<file path="src/rtl/wsg_pkg.sv">
package wsg_pkg;
   typedef enum logic [1:0] {
      BT_FIXED = 2'b00,
      BT_INCR  = 2'b01,
      BT_WRAP  = 2'b10,
      BT_RSVD  = 2'b11
   } burst_e;
endpackage

</file>
<file path="src/rtl/wsg_lane_mask.sv">
module wsg_lane_mask #(
   parameter int ADDR_W    = 32,
   parameter int BUS_BYTES = 4
) (
   input  logic [ADDR_W-1:0]    addr,
   input  logic [2:0]           size,
   output logic [BUS_BYTES-1:0] strb,
   output logic                 err
);
   localparam int LANE_W = $clog2(BUS_BYTES);

   logic              size_ok;
   logic [LANE_W-1:0] lower;
   logic [LANE_W:0]   span_m1;
   logic [LANE_W:0]   upper;

   assign size_ok = ({1'b0, size} <= 4'(LANE_W));
   assign err     = !size_ok;
   assign lower   = addr[LANE_W-1:0];

   always_comb begin
      if (size_ok) span_m1 = ((LANE_W+1)'(1) << size) - (LANE_W+1)'(1);
      else         span_m1 = '0;
   end

   // the upper lane is based on the size-aligned address, so a first beat
   // that starts off the size boundary gets only its trailing lanes
   assign upper = ({1'b0, lower} & ~span_m1) + span_m1;

   for (genvar i = 0; i < BUS_BYTES; i++) begin : g_lane
      localparam logic [LANE_W:0] IDX = (LANE_W+1)'(i);
      assign strb[i] = size_ok && (IDX >= {1'b0, lower}) && (IDX <= upper);
   end
endmodule

</file>
<file path="src/rtl/wsg_addr_step.sv">
module wsg_addr_step
   import wsg_pkg::*;
#(
   parameter int ADDR_W = 32,
   parameter int LEN_W  = 8
) (
   input  logic [ADDR_W-1:0] addr,
   input  logic [2:0]        size,
   input  logic [LEN_W-1:0]  len,
   input  burst_e            burst,
   output logic [ADDR_W-1:0] next_addr
);
   logic [ADDR_W-1:0] step;
   logic [ADDR_W-1:0] aligned;
   logic [ADDR_W-1:0] incr;
   logic [ADDR_W-1:0] wrap_len;
   logic [ADDR_W-1:0] wrap_mask;
   logic [ADDR_W-1:0] wrapped;

   assign step      = ADDR_W'(1) << size;
   assign aligned   = addr & ~(step - ADDR_W'(1));
   assign incr      = aligned + step;
   assign wrap_len  = (ADDR_W'(len) + ADDR_W'(1)) << size;
   assign wrap_mask = wrap_len - ADDR_W'(1);
   assign wrapped   = (addr & ~wrap_mask) | (incr & wrap_mask);

   always_comb begin
      unique case (burst)
         BT_FIXED: next_addr = addr;
         BT_WRAP:  next_addr = wrapped;
         default:  next_addr = incr;
      endcase
   end
endmodule

</file>
<file path="src/rtl/wsg_beat_ctrl.sv">
module wsg_beat_ctrl #(
   parameter int LEN_W = 8
) (
   input  logic             clk,
   input  logic             rst_n,
   input  logic             start,
   input  logic             advance,
   input  logic [LEN_W-1:0] len,
   output logic             busy,
   output logic             last
);
   logic [LEN_W-1:0] beat_q;

   assign last = busy && (beat_q == len);

   always_ff @(posedge clk or negedge rst_n) begin
      if (!rst_n) begin
         busy   <= 1'b0;
         beat_q <= '0;
      end else if (start) begin
         busy   <= 1'b1;
         beat_q <= '0;
      end else if (advance) begin
         if (last) busy <= 1'b0;
         beat_q <= beat_q + LEN_W'(1);
      end
   end
endmodule

</file>
<file path="src/rtl/axi_wstrb_gen.sv">
module axi_wstrb_gen
   import wsg_pkg::*;
#(
   parameter int ADDR_W    = 32,
   parameter int BUS_BYTES = 4,
   parameter int LEN_W     = 8
) (
   input  logic                 clk,
   input  logic                 rst_n,
   input  logic                 cmd_valid,
   output logic                 cmd_ready,
   input  logic [ADDR_W-1:0]    cmd_addr,
   input  logic [LEN_W-1:0]     cmd_len,
   input  logic [2:0]           cmd_size,
   input  logic [1:0]           cmd_burst,
   output logic                 wb_valid,
   input  logic                 wb_ready,
   output logic [BUS_BYTES-1:0] wb_strb,
   output logic                 wb_last,
   output logic                 wb_err
);
   localparam int LANE_W = $clog2(BUS_BYTES);

   if (BUS_BYTES < 2 || BUS_BYTES > 128 || (1 << LANE_W) != BUS_BYTES) begin : g_bad_bus
      $error("BUS_BYTES must be a power of two from 2 to 128");
   end
   if (ADDR_W < LEN_W + 8) begin : g_bad_addr
      $error("ADDR_W too narrow for the largest wrap region");
   end
   if (LEN_W < 1 || LEN_W > 8) begin : g_bad_len
      $error("LEN_W must be 1 to 8");
   end

   logic              busy;
   logic              cmd_fire;
   logic              beat_fire;
   logic [ADDR_W-1:0] addr_q;
   logic [ADDR_W-1:0] addr_nxt;
   logic [2:0]        size_q;
   logic [LEN_W-1:0]  len_q;
   burst_e            burst_q;

   assign cmd_ready = !busy;
   assign cmd_fire  = cmd_valid && cmd_ready;
   assign wb_valid  = busy;
   assign beat_fire = wb_valid && wb_ready;

   always_ff @(posedge clk or negedge rst_n) begin
      if (!rst_n) begin
         addr_q  <= '0;
         size_q  <= '0;
         len_q   <= '0;
         burst_q <= BT_FIXED;
      end else if (cmd_fire) begin
         addr_q  <= cmd_addr;
         size_q  <= cmd_size;
         len_q   <= cmd_len;
         burst_q <= burst_e'(cmd_burst);
      end else if (beat_fire) begin
         addr_q  <= addr_nxt;
      end
   end

   wsg_beat_ctrl #(.LEN_W(LEN_W)) i_ctrl (
      .clk     (clk),
      .rst_n   (rst_n),
      .start   (cmd_fire),
      .advance (beat_fire),
      .len     (len_q),
      .busy    (busy),
      .last    (wb_last)
   );

   wsg_addr_step #(.ADDR_W(ADDR_W), .LEN_W(LEN_W)) i_step (
      .addr      (addr_q),
      .size      (size_q),
      .len       (len_q),
      .burst     (burst_q),
      .next_addr (addr_nxt)
   );

   wsg_lane_mask #(.ADDR_W(ADDR_W), .BUS_BYTES(BUS_BYTES)) i_mask (
      .addr (addr_q),
      .size (size_q),
      .strb (wb_strb),
      .err  (wb_err)
   );
endmodule

</file>
<file path="config.mk">
export PLATFORM = sky130hd
export DESIGN_NAME = axi_wstrb_gen
export DESIGN_NICKNAME = d
export VERILOG_FILES = /design/src/rtl/wsg_pkg.sv /design/src/rtl/wsg_lane_mask.sv /design/src/rtl/wsg_addr_step.sv /design/src/rtl/wsg_beat_ctrl.sv /design/src/rtl/axi_wstrb_gen.sv
export SDC_FILE = /design/constraint.sdc
export NUM_CORES = 1
export LEC_CHECK = 0
export ABC_CLOCK_PERIOD_IN_PS = 4500
export CORE_UTILIZATION = 60
export CTS_CLUSTER_SIZE = 10
export DETAILED_ROUTE_END_ITERATION = 10
export PLACE_DENSITY = 0.84
export SLEW_MARGIN = 20
export SYNTH_ARGS = -nofsm -noshare
export SYNTH_HDL_FRONTEND = slang
export SYNTH_HIERARCHICAL = 1
export SYNTH_SLANG_ARGS = --single-unit
</file>
<file path="constraint.sdc">
create_clock -name clk -period 4.5 [get_ports clk]
set_clock_uncertainty 0.2 [all_clocks]
set_input_delay 0.9 -clock clk [delete_from_list [all_inputs] [get_ports clk]]
set_output_delay 0.9 -clock clk [all_outputs]
set_load 0.02 [all_outputs]
</file>
==> impl_metrics.env <==
export IMPL_pwr_density_cell_nw_per_um2=645
export IMPL_final_period_utilization_pct=75.0
export IMPL_period_minus_slack_ns=3.38
export IMPL_insertion_delay_ns=0.33
export IMPL_worstPathArrival_ns=2.28
export IMPL_core_area_um2=2450
export IMPL_antenna_cells_inserted=0
export IMPL_most_common_layout_cells="sky130_fd_sc_hd__clkdlybuf4s50_1, sky130_fd_sc_hd__dfrtp_1, sky130_fd_sc_hd__nor2_1, sky130_fd_sc_hd__xor2_1, sky130_fd_sc_hd__mux2_4"
export IMPL_max_slew_margin_rel_pct=65.1
export IMPL_port_buffer_count=26
export IMPL_crit_start="size_q[0]$_DFFE_PN0P_"
export IMPL_place_detailed_hpwl_mm=1.99
export IMPL_die_w_um=52.8
export IMPL_cap_viol_max_count=0
export IMPL_fin_nets=207
export IMPL_die_height_um=52.8
export IMPL_grt_first_pass_wirelength_mm=4.55
export IMPL_drt_vias_per_instance=5.67
export IMPL_yosysWarningCount=6
export IMPL_global_route_overflow_total=0
export IMPL_layout_filler_cells=170
export IMPL_whs_ns=0.324
export IMPL_detail_route_antenna_nets=0
export IMPL_synth_cell_area_um2=1550
export IMPL_cts_root_buf="sky130_fd_sc_hd__clkbuf_4"
export IMPL_setup_reg_to_reg_worst_slack_ns=1.89
export IMPL_layout_cells_most_common="sky130_fd_sc_hd__clkdlybuf4s50_1"
export IMPL_syn_inst=151
export IMPL_postPlaceCellArea_um2=1680
export IMPL_finalWirelength_mm=2.76
export IMPL_grt_pass1_vias=1001
export IMPL_ctsHoldBuffers=0
export IMPL_final_area_um2=1730
export IMPL_postCtsSetupRepairBufs=0
export IMPL_rr_endpoint="addr_q[1]$_DFFE_PN0P_"
export IMPL_drc=0
export IMPL_number_of_violations_reported_at_the_end_of_detailed_routing_iteration_0=20
export IMPL_clock_tree_htree_level_count=1
export IMPL_firstDrtPassIters=4
export IMPL_rsz0062_at_grt="no"
export IMPL_irDropWorstVdd_uv=504
export IMPL_setup_ws_ns=1.12
export IMPL_criticalPathCategory="flop to output port"
export IMPL_seq_area_um2=601
export IMPL_clk_transition_reported_paths_ns=0.13
export IMPL_io_pin_count=57
export IMPL_cts_resized=0
export IMPL_crit_end="wb_strb[1]"
export IMPL_leakage_nw=0.797
export IMPL_area_growth_synth_to_final_pct=11.9
export IMPL_placed_cells=178
export IMPL_initial_utilization_pct=62.9
export IMPL_maximum_number_of_pins_on_one_net_before_global_route_repair=25
export IMPL_crit_required_ns=3.40
export IMPL_worst_min_path_class="input port to asynchronous set/reset pin"
export IMPL_tritoncts="built"
export IMPL_syn_nets=205
export IMPL_synth_avg_cell_area_um2=10.2
export IMPL_clkSinkCount=24
export IMPL_status="completed"
export IMPL_dr_total_vias=1032
export IMPL_place_ws_ns=1.50
export IMPL_drv_slew=0
export IMPL_wl_per_cell_um=15.2
export IMPL_worst_path_max_fanout=10
export IMPL_cts_inserted_buffers=3
export IMPL_cp_end_kind="output port"
export IMPL_fmaxAchievable_ghz=0.296
export IMPL_row_count=18
export IMPL_critical_path_startpoint_type="flop"
export IMPL_reg2reg_from="size_q[0]$_DFFE_PN0P_"
export IMPL_worst_r2r_cell_count=8
export IMPL_setup_violations=0
export IMPL_area_of_combinational_cells_with_multiple_inputs_um2=761
export IMPL_post_route_cells_drive_above_1_share_pct=16.4
export IMPL_globalRouteTotalUtil_pct=23.1
export IMPL_final_hold_viol_count=0
export IMPL_clk_path_buf_depth=2
export IMPL_dieArea_um2=2780
export IMPL_antenna_violations_before_repair=0
export IMPL_tns_ns=0
export IMPL_worst_slew_pin_slew_ns=0.524
export IMPL_place_gp_congestion=0.744
export IMPL_post_layout_nonfiller_instances=182
## per-layer routing
metal | wire length [µm] | part of all wire, % | track usage (%) | vias up
met3 | 70 | 2.5 | 4.35 | 2
met4 | 29 | 1.0 | 7.89 | 0
met5 | 0 | 0 | 0 | -
met1 | 1200 | 44 | 28.8 | 511
met2 | 1460 | 53 | 39.7 | 22
li1 | - | - | - | 497
## worst max-delay path: stages, from the launching register on
cell	delay (ns)
sky130_fd_sc_hd__dfrtp_1	0.54
sky130_fd_sc_hd__nor2_1	0.07
sky130_fd_sc_hd__a21o_2	0.21
sky130_fd_sc_hd__ha_1	0.28
sky130_fd_sc_hd__nor2_1	0.19
sky130_fd_sc_hd__a211oi_1	0.11
sky130_fd_sc_hd__clkdlybuf4s50_1	0.55
## final cells by class
type                       instances  area share, %
sequential                        24           34.7
multi-input combinational         93           44.0
tap                               30           2.17
inverter                           4          0.868
timing repair buffer              27           15.2
clock inverter                     1           1.74
clock buffer                       3           1.30
## flip-flops by register name, summed over array words and instances, names as in the netlist
name           cells
len_q              8
size_q             3
burst_q            2
i_ctrl/beat_q      8
addr_q             2
i_ctrl/busy        1
## stage by stage
stage          utilization, %  total power, mW
6_report                 70.4             1.12
4_1_cts                  70.6             1.12
3_3_place_gp             68.5            0.932
2_1_floorplan               -            0.862
3_5_place_dp             68.5            0.963
5_1_grt                  70.4             1.20
## worst min path at each step
stage	startpoint	to	slack, ns	cells after the start
3_5_place_dp	len_q[5]$_DFFE_PN0P_	len_q[5]$_DFFE_PN0P_	0.32	1
4_1_cts	len_q[6]$_DFFE_PN0P_	len_q[6]$_DFFE_PN0P_	0.36	1
6_report	rst_n	len_q[7]$_DFFE_PN0P_	0.32	1
5_1_grt	rst_n	len_q[7]$_DFFE_PN0P_	0.35	1
3_3_place_gp	len_q[6]$_DFFE_PN0P_	len_q[6]$_DFFE_PN0P_	0.32	1
2_1_floorplan	burst_q[0]$_DFFE_PN0P_	burst_q[0]$_DFFE_PN0P_	0.28	1
## where the power goes
part / switching, mW / internal (mW) / total [mW]
clock network: 0.0660 / 0.0902 / 0.156
logic: 0.225 / 0.289 / 0.513
registers: 0.139 / 0.307 / 0.446
Power figures use the tool's default switching activity.
